`src/rtl/ipi_pkg.sv`:
```
package ipi_pkg;

    typedef enum logic [2:0] {
        XC_NONE        = 3'd0,
        XC_BAD_LOG     = 3'd1,
        XC_BAD_BACKING = 3'd2,
        XC_BAD_PHYS    = 3'd3,
        XC_NOT_RUNNING = 3'd4
    } exit_code_e;

    typedef enum logic [2:0] {
        S_IDLE,
        S_SCAN,
        S_LOG_RD,
        S_PHY_RD,
        S_CHECK,
        S_FINISH,
        S_REPORT
    } eng_state_e;

endpackage

```
`src/rtl/ipi_dest_picker.sv`:
```
// Lowest-set-bit selector: yields the next destination in ascending order.
module ipi_dest_picker #(
    parameter int N     = 8,
    localparam int IDX_W = $clog2(N)
) (
    input  logic [N-1:0]     mask,
    output logic             found,
    output logic [IDX_W-1:0] idx
);

    always_comb begin
        found = 1'b0;
        idx   = '0;
        for (int i = N - 1; i >= 0; i--) begin
            if (mask[i]) begin
                found = 1'b1;
                idx   = IDX_W'(i);
            end
        end
    end

endmodule

```
`src/rtl/ipi_fault_tracker.sv`:
```
// Holds the first fatal subcause and the sticky "some target not running" flag.
module ipi_fault_tracker
    import ipi_pkg::*;
(
    input  logic       clk,
    input  logic       rst_n,
    input  logic       clear,
    input  logic       fatal_set,
    input  exit_code_e fatal_code,
    input  logic       miss_set,
    output exit_code_e fatal_q,
    output logic       miss_q
);

    always_ff @(posedge clk) begin
        if (!rst_n || clear) begin
            fatal_q <= XC_NONE;
            miss_q  <= 1'b0;
        end else begin
            if (fatal_set && fatal_q == XC_NONE) begin
                fatal_q <= fatal_code;
            end
            if (miss_set) begin
                miss_q <= 1'b1;
            end
        end
    end

    // a fatal code is a real error code, and only one is ever recorded
    a_r11_fatal_is_error: assert property (@(posedge clk) disable iff (!rst_n)
        fatal_set |-> fatal_code inside {XC_BAD_LOG, XC_BAD_BACKING, XC_BAD_PHYS});
    a_r11_single_fatal: assert property (@(posedge clk) disable iff (!rst_n)
        (fatal_q != XC_NONE && !clear) |-> !fatal_set);

endmodule

```
`src/rtl/ipi_delivery_engine.sv`:
```
module ipi_delivery_engine
    import ipi_pkg::*;
#(
    parameter int NUM_ID = 8,
    parameter int VEC_W  = 8,
    parameter int HOST_W = 4,
    localparam int ID_W  = $clog2(NUM_ID)
) (
    input  logic              clk,
    input  logic              rst_n,
    input  logic              cmd_valid,
    input  logic [VEC_W-1:0]  cmd_vector,
    input  logic [NUM_ID-1:0] cmd_dest,
    input  logic              cmd_logical,
    input  logic              cmd_broadcast,
    output logic              busy,
    output logic              log_rd_en,
    output logic [ID_W-1:0]   log_rd_idx,
    input  logic              log_rd_valid,
    input  logic              log_rd_bp_ok,
    input  logic [ID_W-1:0]   log_rd_phys_id,
    output logic              phys_rd_en,
    output logic [ID_W-1:0]   phys_rd_idx,
    input  logic              phys_rd_valid,
    input  logic              phys_rd_running,
    input  logic [HOST_W-1:0] phys_rd_host,
    output logic              pend_wr_en,
    output logic [ID_W-1:0]   pend_wr_target,
    output logic [VEC_W-1:0]  pend_wr_vector,
    output logic              db_valid,
    output logic [HOST_W-1:0] db_host,
    output logic              done,
    output logic              exit_valid,
    output logic [2:0]        exit_code
);

    eng_state_e        state_q, state_d;
    logic [VEC_W-1:0]  vec_q;
    logic [NUM_ID-1:0] mask_q;
    logic              logical_q;
    logic              bcast_q;
    logic [ID_W-1:0]   tgt_q;

    logic              pick_found;
    logic [ID_W-1:0]   pick_idx;
    logic              accept;
    logic              fatal_set;
    exit_code_e        fatal_code;
    logic              miss_set;
    exit_code_e        fatal_q;
    logic              miss_q;

    ipi_dest_picker #(.N(NUM_ID)) u_picker (
        .mask  (mask_q),
        .found (pick_found),
        .idx   (pick_idx)
    );

    ipi_fault_tracker u_faults (
        .clk        (clk),
        .rst_n      (rst_n),
        .clear      (accept),
        .fatal_set  (fatal_set),
        .fatal_code (fatal_code),
        .miss_set   (miss_set),
        .fatal_q    (fatal_q),
        .miss_q     (miss_q)
    );

    assign accept = (state_q == S_IDLE) && cmd_valid;

    // Next-state and fault classification
    always_comb begin
        state_d    = state_q;
        fatal_set  = 1'b0;
        fatal_code = XC_NONE;
        miss_set   = 1'b0;
        unique case (state_q)
            S_IDLE: begin
                if (cmd_valid) state_d = S_SCAN;                        // accept
            end
            S_SCAN: begin
                if (!pick_found)    state_d = S_FINISH;                 // drain
                else if (logical_q) state_d = S_LOG_RD;                 // pick
                else                state_d = S_PHY_RD;                 // pick
            end
            S_LOG_RD: begin
                if (!log_rd_valid) begin                                // log_fault
                    state_d    = S_REPORT;
                    fatal_set  = 1'b1;
                    fatal_code = XC_BAD_LOG;
                end else if (!log_rd_bp_ok) begin                       // log_fault
                    state_d    = S_REPORT;
                    fatal_set  = 1'b1;
                    fatal_code = XC_BAD_BACKING;
                end else begin
                    state_d = S_PHY_RD;                                 // translate
                end
            end
            S_PHY_RD: begin
                if (phys_rd_valid) begin
                    state_d = S_CHECK;                                  // deliver
                end else if (bcast_q) begin
                    state_d = S_SCAN;                                   // skip
                end else begin                                          // phys_fault
                    state_d    = S_REPORT;
                    fatal_set  = 1'b1;
                    fatal_code = XC_BAD_PHYS;
                end
            end
            S_CHECK: begin
                miss_set = !phys_rd_running;
                state_d  = S_SCAN;                                      // next
            end
            S_FINISH: state_d = S_IDLE;                                 // retire
            S_REPORT: state_d = S_IDLE;                                 // retire
            default:  state_d = S_IDLE;
        endcase
    end

    // State and command registers
    always_ff @(posedge clk) begin
        if (!rst_n) begin
            state_q   <= S_IDLE;
            vec_q     <= '0;
            mask_q    <= '0;
            logical_q <= 1'b0;
            bcast_q   <= 1'b0;
            tgt_q     <= '0;
        end else begin
            state_q <= state_d;
            unique case (state_q)
                S_IDLE: begin
                    if (cmd_valid) begin
                        vec_q     <= cmd_vector;
                        bcast_q   <= cmd_broadcast;
                        logical_q <= cmd_logical && !cmd_broadcast;
                        if (cmd_broadcast)    mask_q <= '1;
                        else if (cmd_logical) mask_q <= cmd_dest;
                        else                  mask_q <= NUM_ID'(1) << cmd_dest[ID_W-1:0];
                    end
                end
                S_SCAN: begin
                    if (pick_found) begin
                        mask_q[pick_idx] <= 1'b0;
                        tgt_q            <= pick_idx;
                    end
                end
                S_LOG_RD: begin
                    tgt_q <= log_rd_phys_id;
                end
                default: begin
                end
            endcase
        end
    end

    // Outputs
    always_comb begin
        busy           = (state_q != S_IDLE);
        log_rd_en      = 1'b0;
        log_rd_idx     = pick_idx;
        phys_rd_en     = 1'b0;
        phys_rd_idx    = pick_idx;
        pend_wr_en     = 1'b0;
        pend_wr_target = tgt_q;
        pend_wr_vector = vec_q;
        db_valid       = 1'b0;
        db_host        = phys_rd_host;
        done           = 1'b0;
        exit_valid     = 1'b0;
        exit_code      = XC_NONE;
        unique case (state_q)
            S_IDLE: begin
            end
            S_SCAN: begin
                log_rd_en  = pick_found && logical_q;
                phys_rd_en = pick_found && !logical_q;
            end
            S_LOG_RD: begin
                phys_rd_en  = log_rd_valid && log_rd_bp_ok;
                phys_rd_idx = log_rd_phys_id;
            end
            S_PHY_RD: begin
                // set pending bit, and re-read the entry so the running flag is sampled afterwards
                pend_wr_en  = phys_rd_valid;
                phys_rd_en  = phys_rd_valid;
                phys_rd_idx = tgt_q;
            end
            S_CHECK: begin
                db_valid = phys_rd_running;
            end
            S_FINISH: begin
                exit_valid = miss_q;
                done       = !miss_q;
                exit_code  = miss_q ? XC_NOT_RUNNING : XC_NONE;
            end
            S_REPORT: begin
                exit_valid = 1'b1;
                exit_code  = fatal_q;
            end
            default: begin
            end
        endcase
    end

    // a doorbell always follows its pending write by one cycle
    a_r7_pend_before_ring: assert property (@(posedge clk) disable iff (!rst_n)
        db_valid |-> $past(pend_wr_en));
    // the engine is idle right after its ending pulse
    a_r1_idle_after_end: assert property (@(posedge clk) disable iff (!rst_n)
        (done || exit_valid) |=> !busy);
    // a command ends in exactly one way
    a_r10_end_exclusive: assert property (@(posedge clk) disable iff (!rst_n)
        !(done && exit_valid));
    // every exit carries a nonzero subcause
    a_r3_exit_coded: assert property (@(posedge clk) disable iff (!rst_n)
        exit_valid |-> exit_code != 3'd0);
    // nothing is written or rung after an exit
    a_r11_quiet_after_exit: assert property (@(posedge clk) disable iff (!rst_n)
        exit_valid |=> !(pend_wr_en || db_valid));
    // at most one table read per cycle
    a_r2_single_read: assert property (@(posedge clk) disable iff (!rst_n)
        $onehot0({log_rd_en, phys_rd_en, db_valid}));

endmodule

```
`config.mk`:
```
export PLATFORM = sky130hd
export DESIGN_NAME = ipi_delivery_engine
export DESIGN_NICKNAME = d
export VERILOG_FILES = /design/src/rtl/ipi_pkg.sv /design/src/rtl/ipi_dest_picker.sv /design/src/rtl/ipi_fault_tracker.sv /design/src/rtl/ipi_delivery_engine.sv
export SDC_FILE = /design/constraint.sdc
export NUM_CORES = 1
export LEC_CHECK = 0
export ABC_AREA = 1
export BUFFER_PORTS_ARGS = -buffer_cell sky130_fd_sc_hd__buf_4
export CAP_MARGIN = 20
export CORE_MARGIN = 2
export CORE_UTILIZATION = 45
export DETAILED_ROUTE_END_ITERATION = 8
export PLACE_DENSITY = 0.8
export SYNTH_ARGS = -nofsm -noshare
export SYNTH_HDL_FRONTEND = slang
export SYNTH_SLANG_ARGS = --single-unit
```
`constraint.sdc`:
```
create_clock -name clk -period 1.84 [get_ports clk]
set_input_delay 0.552 -clock clk [delete_from_list [all_inputs] [get_ports clk]]
set_output_delay 0.552 -clock clk [all_outputs]
set_load 0.05 [all_outputs]
```
==> results.tsv, run 1 <==
stage	metric	value	unit
worst_setup_path	arrival time of the worst setup path	1.51	ns
logic_synthesis	post-synth cell types	27	
worst_setup_path	slowest cell on the critical path	dfxtp_4	
global_routing	met3 usage	3.06	%
place	hpwl dp	2920	µm
layout	Layout area overhead	62.0	%
layout	# nets final	356	
layout	ant diodes	0	
global_routing	antenna violations before repair	0	
place	I/O Buffers	54	
place	placed instance count	342	
clock_tree	root buffer cell	clkbuf_4	
place	routability cong.	0.839	
sta	final hold viol count	0	
worst_setup_path	Worst Setup SP	state_q[1]$_SDFFE_PN0P_	
global_routing	GRT busiest layer	met2	
global_routing	gr usage total	22.3	%
power	P per Cell Area	1830	mW/mm²
worst_setup_path	FF-to-FF path depth	10	
sta	setup_tns	-1.58	ns
logic_synthesis	Yosys reg bits	27	
worst_setup_path	data required time of the worst path	1.29	ns
worst_setup_path	CP Capture Type	output pin	
worst_setup_path	startpoint type of the worst setup path	register	
run_status	outcome	complete, but fails checks	
drt	DR WL/cell	14.0	µm
sta	minimum clock period	2.06	ns
logic_synthesis	syn_area_per_cell	6.35	µm²
die	initial core utilization	46.6	%
die	Die X	62.8	µm
die	Die Span Y	62.8	µm
logic_synthesis	Synth Area in XOR/XNOR	0	%
layout	most frequent cells in the layout	64 x buf_4, 52 x nand2_1, 28 x inv_1	
power	largest vdd supply drop	777	µV
logic_synthesis	main combinational cell family by area after synthesis	simple AND/OR/NAND/NOR gates	
global_routing	met2 Use GR	38.7	%
sta	Tightest Pin Transition	0.443	ns
logic_synthesis	sequential-to-total area share from yosys stat	34.8	%
logic_synthesis	Post-Syn Nets	277	
worst_hold_path	hold crit path type	input pin to register	
run	Max Cap Viol	0	
clock_tree	Worst-Skew Late Latency	0.33	ns
sta	Worst slew margin	70.4	%
sta	fin crit share	112	%
sta	RSZ-0062 raised after global routing	yes	
drt	first-iteration detailed-routing DRC count	170	
logic_synthesis	Synth Area in Compound Gates	21.2	%
worst_setup_path	worst r2r src	state_q[1]$_SDFFE_PN0P_	
clock_tree	Clk pin slew, worst setup/hold paths	0.15	ns
die	io pins	63	
worst_setup_path	CP max FO	4	
worst_setup_path	Critical R2R Capture	mask_q[7]$_SDFFE_PN0P_	
clock_tree	TritonCTS clock tree	yes	
logic_synthesis	post-synthesis mux area share	0	%
layout	Fillers	236	
die	# rows	21	
die	die area	0.00394	mm²
layout	multi-input logic area	988	µm²
worst_setup_path	Crit Path Class	register to output pin	
logic_synthesis	ys async rst share	0	%
clock_tree	CTS Buffer Depth	2	
worst_setup_path	crit path buf inv count	2	
clock_tree	Num CTS Buffers	3	
drt	Post-route DRC	0	
global_routing	largest net degree at the start of global routing	17	
sta	Max Slew Vio Count	0	
logic_synthesis	Post-Synth Simple-Gate Area	30.7	%
run_status	failing checks	setup timing	
worst_setup_path	crit path cell chain	inv_4 -> nor2_4 -> nand2_4 -> nor3_4 -> nor2_1 -> o21ai_2 -> buf_6	
worst_setup_path	CP endpoint	phys_rd_en	
logic_synthesis	ys flop type	dfxtp_1	
power	Leak	1.17	nW
global_routing	first-pass GRT wire length	7210	µm
worst_hold_path	hold depth	3	
logic_synthesis	mapped cell area	0.00156	mm²
sta	Highest Clock Rate	0.485	GHz
drt	drt total wl	5170	µm
worst_setup_path	delay-heaviest family, CP	flip-flops	
clock_tree	CTS H-tree depth	1	
drt	vias per cell	5.22	
worst_setup_path	Reg2Reg Setup Slack	0.09	ns
logic_synthesis	Gate Count Post-Synth	245	
logic_synthesis	Syn. warnings	0	
clock_tree	# hold bufs at CTS	0	
clock_tree	# clock sinks	27	
layout	non-filler cells, final	369	
drt	routed vias	1925	
sta	# setup viols final	11	
logic_synthesis	area share of fa/ha/maj cells after synthesis	0	%
worst_setup_path	Worst path depth	7	
global_routing	M1 GR Usage	28.4	%
sta	Worst Clk Skew	0.00328	ns
drt	Detailed Routing Iterations Pass 1	4	
layout	most common cell after layout, fill and taps aside	buf_4	
global_routing	GRT overflow	0	
layout	sequential cell area	569	µm²
worst_setup_path	Largest stage delay, worst path	0.44	ns
die	Placeable Area	0.00334	mm²
drt	Antenna Nets Post-Route	0	
logic_synthesis	Post-synth EDFFs	0	
sta	post-route worst setup slack	-0.223	ns
layout	layout cells sized above 1	46.4	%
global_routing	vias in the first global route	1658	
## routing by layer
| metal | part of all wire, % | vias up |
|---|---|---|
| met2 | 51 | 89 |
| met4 | 3.3 | 0 |
| met3 | 5.5 | 22 |
| li1 | - | 944 |
| met5 | 0 | - |
| met1 | 40 | 870 |
## per-stage QoR
step | setup slack (ns) | util [%] | hold WS, ns | total power, mW | area, µm²
after floorplan | -0.170 | - | 0.437 | 2.73 | 1610
after global placement | 0.0355 | 61.6 | 0.449 | 3.37 | 2060
after detailed placement | 0.00490 | 61.6 | 0.454 | 3.39 | 2060
after CTS | -0.178 | 69.1 | 0.445 | 4.10 | 2310
after global routing | -0.294 | 75.5 | 0.447 | 4.83 | 2520
final | -0.223 | 75.5 | 0.450 | 4.60 | 2520
## sequential cells by signal, indices dropped and copies added, names as in the netlist
| signal | flops |
|---|---|
| mask_q | 8 |
| pend_wr_vector | 8 |
| pend_wr_target | 3 |
| state_q | 3 |
| u_faults.fatal_q | 2 |
| bcast_q | 1 |
| logical_q | 1 |
| u_faults.miss_q | 1 |
## worst min path at each step
| stage | slack, ns | from | to |
|---|---|---|---|
| after global placement | 0.45 | u_faults.fatal_q[0]$_SDFFE_PP0P_ | u_faults.fatal_q[0]$_SDFFE_PP0P_ |
| final | 0.45 | cmd_vector[4] | pend_wr_vector[4]$_SDFFE_PN0P_ |
| after floorplan | 0.44 | u_faults.fatal_q[0]$_SDFFE_PP0P_ | u_faults.fatal_q[0]$_SDFFE_PP0P_ |
| after detailed placement | 0.45 | u_faults.fatal_q[0]$_SDFFE_PP0P_ | u_faults.fatal_q[0]$_SDFFE_PP0P_ |
| after CTS | 0.44 | cmd_vector[4] | pend_wr_vector[4]$_SDFFE_PN0P_ |
| after global routing | 0.45 | cmd_vector[2] | pend_wr_vector[2]$_SDFFE_PN0P_ |
## what timing repair did
action | CTS | global route
buffers inserted | 13 | 10
pin swaps | 9 | 19
setup endpoints to repair | 16 | 16
endpoints found under the hold margin | 0 | 0
gates resized for setup | 42 | 41
## layout make-up
type	count	area share, %
flip-flops and latches	27	22.6
clock inverters	1	0.298
multi-input cells	169	39.2
inverters	40	6.55
well taps	46	2.28
repair buffers	83	28.2
clock buffers	3	0.894
## cells in the mapped netlist, types with 3 or more instances
library cell | n | area share, %
a21oi_1 | 24 | 7.7
a22o_1 | 3 | 1.7
a31oi_1 | 3 | 1.2
buf_4 | 4 | 1.9
dfxtp_1 | 27 | 35
inv_1 | 36 | 8.7
inv_2 | 4 | 0.97
nand2_1 | 64 | 15
nand2_2 | 3 | 1.2
nand3_1 | 8 | 2.6
nor2_1 | 23 | 5.6
nor3_1 | 5 | 1.6
o21ai_0 | 20 | 6.4
## worst reg2reg max path: stages (launching register included)
cell      delay, ns
dfxtp_4        0.41
buf_4          0.14
buf_6          0.11
nor2_4         0.11
buf_6          0.12
buf_4          0.11
nand3_2        0.14
nand2_2        0.14
nand3_1        0.11
o21bai_1       0.18
a21oi_1        0.08
## power by group
| part | internal [mW] | switching [mW] |
|---|---|---|
| clock | 0.0832 | 0.187 |
| sequential | 0.789 | 0.174 |
| combinational | 1.28 | 2.09 |
## kinds of logic (layout without fill, tap and decap cells)
group,Yosys count,after routing
flip-flops,27,27
AND/OR/NAND/NOR,110,110
AO/OA/AOI/OAI,59,59
buffers and inverters,49,127
Power figures use the tool's default switching activity.
==> run 2: changes to the inputs <==
==> constraint.sdc (replaced) <==
create_clock -name clk -period 1.84 [get_ports clk]
set_input_delay 0.092 -clock clk [delete_from_list [all_inputs] [get_ports clk]]
set_output_delay 0.092 -clock clk [all_outputs]
set_load 0.05 [all_outputs]
==> results.tsv, run 2 (synthesis gave the netlist of run 1 again) <==
stage	metric	value	unit	change
run_status	outcome	completed		
worst_setup_path	arrival time of the worst setup path	1.69	ns	+0.18 ns
global_routing	vias in the first global route	1506		-9.2%
place	routability cong.	0.841		+0.24%
layout	Layout area overhead	35.2	%	
sta	Worst slew margin	70.0	%	-0.45 points
layout	Fillers	321		+36%
layout	most common cell after layout, fill and taps aside	nand2_1		
global_routing	gr usage total	19.2	%	-3.1 points
layout	multi-input logic area	830	µm²	-16%
drt	routed vias	1713		-11%
worst_setup_path	CP Capture Type	output pin		
sta	Worst Clk Skew	0.0201	ns	+0.0169 ns
clock_tree	TritonCTS clock tree	yes		
worst_setup_path	startpoint type of the worst setup path	register		
place	DP Worst Slack	0.263	ns	+0.258 ns
drt	DR WL/cell	10.9	µm	-23%
layout	Post-Layout Inst Area	0.00210	mm²	-17%
die	Die Span Y	62.8	µm	unchanged
worst_setup_path	delay-heaviest family, CP	flip-flops		
die	Placeable Area	0.00334	mm²	unchanged
drt	first-iteration detailed-routing DRC count	79		-54%
sta	Max Slew Vio Count	0		unchanged
worst_setup_path	crit path buf inv count	2		unchanged
worst_setup_path	CP max FO	5		+1
sta	fin crit share	96.9	%	-15 points
layout	ant diodes	0		unchanged
power	largest vdd supply drop	662	µV	-15%
global_routing	first-pass GRT wire length	6240	µm	-13%
place	placed instance count	337		-1.5%
sta	minimum clock period	1.78	ns	-0.280 ns
worst_setup_path	data required time of the worst path	1.75	ns	+0.46 ns
worst_setup_path	Crit Path Class	register to output pin		
drt	vias per cell	4.91		-5.9%
worst_setup_path	Largest stage delay, worst path	0.40	ns	-0.04 ns
layout	non-filler cells, final	349		-5.4%
drt	Antenna Nets Post-Route	0		unchanged
layout	most frequent cells in the layout	64 x nand2_1, 55 x buf_4, 36 x inv_1		
die	die area	0.00394	mm²	unchanged
layout	layout cells sized above 1	24.4	%	-22 points
power	power consumption	3.53	mW	-23%
sta	Tightest Pin Transition	0.450	ns	+0.00676 ns
global_routing	largest net degree at the start of global routing	17		unchanged
die	io pins	63		unchanged
worst_hold_path	hold crit path type	input pin to register		
clock_tree	CTS Buffer Depth	2		unchanged
worst_setup_path	slowest cell on the critical path	dfxtp_1		
global_routing	GRT overflow	0		unchanged
drt	drt total wl	3790	µm	-27%
place	I/O Buffers	54		unchanged
run	Max Cap Viol	0		unchanged
clock_tree	Num CTS Buffers	3		unchanged
worst_setup_path	most frequent CP cell	o21ai_1		
sta	post-route worst setup slack	0.0574	ns	+0.280 ns
clock_tree	Worst-Skew Late Latency	0.34	ns	about the same
die	Die X	62.8	µm	unchanged
power	P per Cell Area	1680	mW/mm²	-8.2%
layout	# nets final	336		-5.6%
sta	# setup viols final	0		-11
drt	Detailed Routing Iterations Pass 1	4		unchanged
layout	sequential cell area	542	µm²	-4.8%
power	Leak	1.03	nW	-13%
global_routing	antenna violations before repair	0		unchanged
clock_tree	post-CTS setup buffer count	0		-13
place	hpwl dp	2970	µm	+2.0%
sta	final hold viol count	0		unchanged
sta	RSZ-0062 raised after global routing	yes		
worst_setup_path	crit path cell chain	inv_2 -> nor3_2 -> o21ai_1 -> o21ai_1 -> buf_4		
die	initial core utilization	46.6	%	unchanged
clock_tree	Clk pin slew, worst setup/hold paths	0.16	ns	about the same
sta	Highest Clock Rate	0.561	GHz	+16%
place	post-place instance area	0.00198	mm²	-3.8%
die	# rows	21		unchanged
drt	Post-route DRC	0		unchanged
clock_tree	root buffer cell	clkbuf_4		
clock_tree	CTS H-tree depth	1		unchanged
clock_tree	# clock sinks	27		unchanged
run 2: worst register-to-register path, stage by stage, from the launching register on:
cell     delay, ns
dfxtp_1       0.36
nor2_1        0.32
nand3_4       0.21
inv_2         0.21
nand2_2       0.13
o21ai_0       0.20
a21oi_1       0.06
run 2: per-stage QoR:
step / TNS, ns / hold WS, ns / util [%]
after global placement: 0 / 0.184 / 59.3
after CTS: 0 / 0.00426 / 62.6
final: 0 / 0.0153 / 63.0
after global routing: -0.0201 / 0.0263 / 63.0
after floorplan: 0 / 0.235 / -
after detailed placement: 0 / 0.184 / 59.3
run 2: report_power, final:
part	leakage, nW	switching [mW]	internal (mW)
Combinational	0.789	1.68	0.692
Clock	0.0139	0.186	0.0833
Sequential	0.222	0.128	0.752
Total	1.03	2.00	1.53
run 2: layout make-up:
type	instances	area share [%]
clock buffer	3	1.07
clock inverter	1	0.357
inverter	40	7.14
multi-input combinational	169	39.5
sequential	27	25.8
tap	46	2.74
timing repair buffer	63	23.5
run 2: path summary, 6_finish.rpt:
| check | from | to | slack [ns] | depth (start not counted) |
|---|---|---|---|---|
| max reg2reg | state_q[0]$_SDFFE_PN0P_ | mask_q[5]$_SDFFE_PN0P_ | 0.23 | 6 |
| min | cmd_vector[7] | pend_wr_vector[7]$_SDFFE_PN0P_ | 0.02 | 3 |
| min reg2reg | pend_wr_vector[5]$_SDFFE_PN0P_ | pend_wr_vector[5]$_SDFFE_PN0P_ | 0.48 | 2 |
| max | state_q[0]$_SDFFE_PN0P_ | phys_rd_en | 0.06 | 5 |
run 2: what timing repair did:
action / CTS / global route
gates resized for setup: 1 / 2
hold endpoints to repair: 8 / 0
setup endpoints to repair: 1 / 3
hold buffers: 8 / 0
run 2: metal layers:
metal,vias to the layer above,GRT usage (%),part of all wire [%]
met2,55,32.9,48
met5,-,0,0
li1,903,-,-
met4,0,6.94,0.37
met3,2,3.78,6.3
met1,753,24.0,45
==> run 3: changes to the inputs <==
--- a/config.mk
+++ b/config.mk
@@ -10,8 +10,10 @@
 export CAP_MARGIN = 20
 export CORE_MARGIN = 2
 export CORE_UTILIZATION = 45
+export CTS_BUF_LIST = sky130_fd_sc_hd__clkbuf_8
 export DETAILED_ROUTE_END_ITERATION = 8
 export PLACE_DENSITY = 0.8
+export SETUP_SLACK_MARGIN = 0.4
 export SYNTH_ARGS = -nofsm -noshare
 export SYNTH_HDL_FRONTEND = slang
 export SYNTH_SLANG_ARGS = --single-unit
==> constraint.sdc (replaced) <==
create_clock -name clk -period 2.2 [get_ports clk]
set_input_delay 0.11 -clock clk [delete_from_list [all_inputs] [get_ports clk]]
set_output_delay 0.11 -clock clk [all_outputs]
set_load 0.05 [all_outputs]
==> results.tsv, run 3 (synthesis gave the netlist of run 1 again) <==
stage	metric	value	unit	change
worst_setup_path	arrival time of the worst setup path	1.61	ns	-0.08 ns
drt	Post-route DRC	0		unchanged
clock_tree	CTS H-tree depth	1		unchanged
sta	final hold viol count	0		unchanged
layout	most frequent cells in the layout	64 x nand2_1, 55 x buf_4, 36 x inv_1		
global_routing	first-pass GRT wire length	6110	µm	-2.0%
place	I/O Buffers	54		unchanged
run	Max Cap Viol	0		unchanged
sta	post-route worst setup slack	0.475	ns	+0.418 ns
sta	Worst Clk Skew	0.00340	ns	-0.0167 ns
place	DP Worst Slack	0.717	ns	+0.454 ns
die	initial core utilization	46.6	%	unchanged
place	routability cong.	0.804		-4.3%
global_routing	gr usage total	18.6	%	-0.60 points
layout	# nets final	329		-2.1%
power	P per Cell Area	1480	mW/mm²	-12%
sta	Tightest Pin Transition	0.418	ns	-0.0326 ns
drt	vias per cell	4.87		-0.81%
layout	Layout area overhead	31.5	%	
drt	routed vias	1665		-2.8%
global_routing	largest net degree at the start of global routing	17		unchanged
die	Die Span Y	62.8	µm	unchanged
die	Die X	62.8	µm	unchanged
worst_setup_path	most frequent CP cell	o21ai_1		
worst_setup_path	CP max FO	5		unchanged
sta	Highest Clock Rate	0.580	GHz	
die	# rows	21		unchanged
drt	DR WL/cell	10.6	µm	-2.0%
global_routing	GRT overflow	0		unchanged
drt	drt total wl	3640	µm	-4.0%
clock_tree	Clk pin slew, worst setup/hold paths	0.10	ns	-0.06 ns
layout	layout cells sized above 1	25.3	%	+0.92 points
power	largest vdd supply drop	581	µV	-12%
worst_setup_path	delay-heaviest family, CP	flip-flops		
sta	hold slack	0.0834	ns	+0.0681 ns
global_routing	vias in the first global route	1478		-1.9%
worst_setup_path	crit path cell chain	inv_2 -> nor3_2 -> o21ai_1 -> o21ai_1 -> buf_4		
power	Leak	1.00	nW	-2.1%
clock_tree	TritonCTS clock tree	yes		
place	hpwl dp	2930	µm	-1.4%
worst_setup_path	CP Capture Type	output pin		
drt	Detailed Routing Iterations Pass 1	4		unchanged
sta	RSZ-0062 raised after global routing	no		
die	die area	0.00394	mm²	unchanged
layout	most common cell after layout, fill and taps aside	nand2_1		
drt	Antenna Nets Post-Route	0		unchanged
global_routing	antenna violations before repair	0		unchanged
sta	Max Slew Vio Count	0		unchanged
clock_tree	root buffer cell	clkbuf_8		
worst_setup_path	startpoint type of the worst setup path	register		
clock_tree	CTS Buffer Depth	2		unchanged
die	io pins	63		unchanged
clock_tree	# clock sinks	27		unchanged
clock_tree	Num CTS Buffers	3		unchanged
sta	fin crit share	78.4	%	
worst_setup_path	Largest stage delay, worst path	0.38	ns	-0.02 ns
sta	setup_tns	0	ns	unchanged
worst_setup_path	slowest cell on the critical path	dfxtp_1		
drt	first-iteration detailed-routing DRC count	130		+65%
layout	ant diodes	0		unchanged
sta	minimum clock period	1.72	ns	
clock_tree	Worst-Skew Late Latency	0.27	ns	-0.07 ns
worst_setup_path	Crit Path Class	register to output pin		
worst_setup_path	crit path buf inv count	2		unchanged
sta	# setup viols final	0		unchanged
die	Placeable Area	0.00334	mm²	unchanged
worst_hold_path	hold crit path type	input pin to register		
worst_setup_path	data required time of the worst path	2.09	ns	+0.34 ns
run_status	outcome	completed		
sta	Worst slew margin	72.1	%	+2.2 points
==> run 3: stage by stage <==
step | power [mW] | utilization [%] | instance area, µm² | std cells
floorplan | 2.21 | - | 1570 | 245
global placement | 2.68 | 59.3 | 1980 | 337
detailed placement | 2.71 | 59.3 | 1980 | 337
CTS | 3.00 | 60.7 | 2030 | 341
global route | 3.24 | 61.3 | 2040 | 342
finish | 3.02 | 61.3 | 2040 | 342
==> run 3: worst min-delay path: stages <==
cell and delay (ns):
buf_4 0.11, nand2_1 0.05, a21oi_1 0.05
==> run 3: cell type report <==
class,instances,area (µm²)
multi-input combinational,169,822
timing repair buffer,56,424
tap,46,57.6
fill,331,1290
clock buffer,3,41.3
inverter,40,150
sequential,27,542
clock inverter,1,7.51
==> run 3: where the power goes <==
group          internal [mW]  switching (mW)
registers              0.630           0.108
logic                  0.584            1.41
clock network          0.129           0.163
==> run 3: metal layers <==
metal,track usage [%],wire [µm],vias up
met4,6.39,16,0
met3,4.32,314,2
met2,29.6,1660,63
li1,-,-,886
met1,24.9,1650,714
met5,0,0,-
==> run 3: final timing paths <==
path	start	endpoint	slack, ns	cells after the start
setup reg to reg	state_q[0]$_SDFFE_PN0P_	mask_q[7]$_SDFFE_PN0P_	0.70	6
hold reg to reg	pend_wr_vector[0]$_SDFFE_PN0P_	pend_wr_vector[0]$_SDFFE_PN0P_	0.47	2
setup / recovery	state_q[0]$_SDFFE_PN0P_	phys_rd_en	0.48	5
hold / removal	cmd_vector[0]	pend_wr_vector[0]$_SDFFE_PN0P_	0.08	3
==> run 3: what timing repair did <==
| action | in CTS | in global routing |
|---|---|---|
| buffers inserted | 0 | 1 |
| hold buffers | 0 | 0 |
| setup endpoints to repair | 0 | 3 |
| gates resized for setup | 0 | 3 |
| hold endpoints to repair | 0 | 0 |
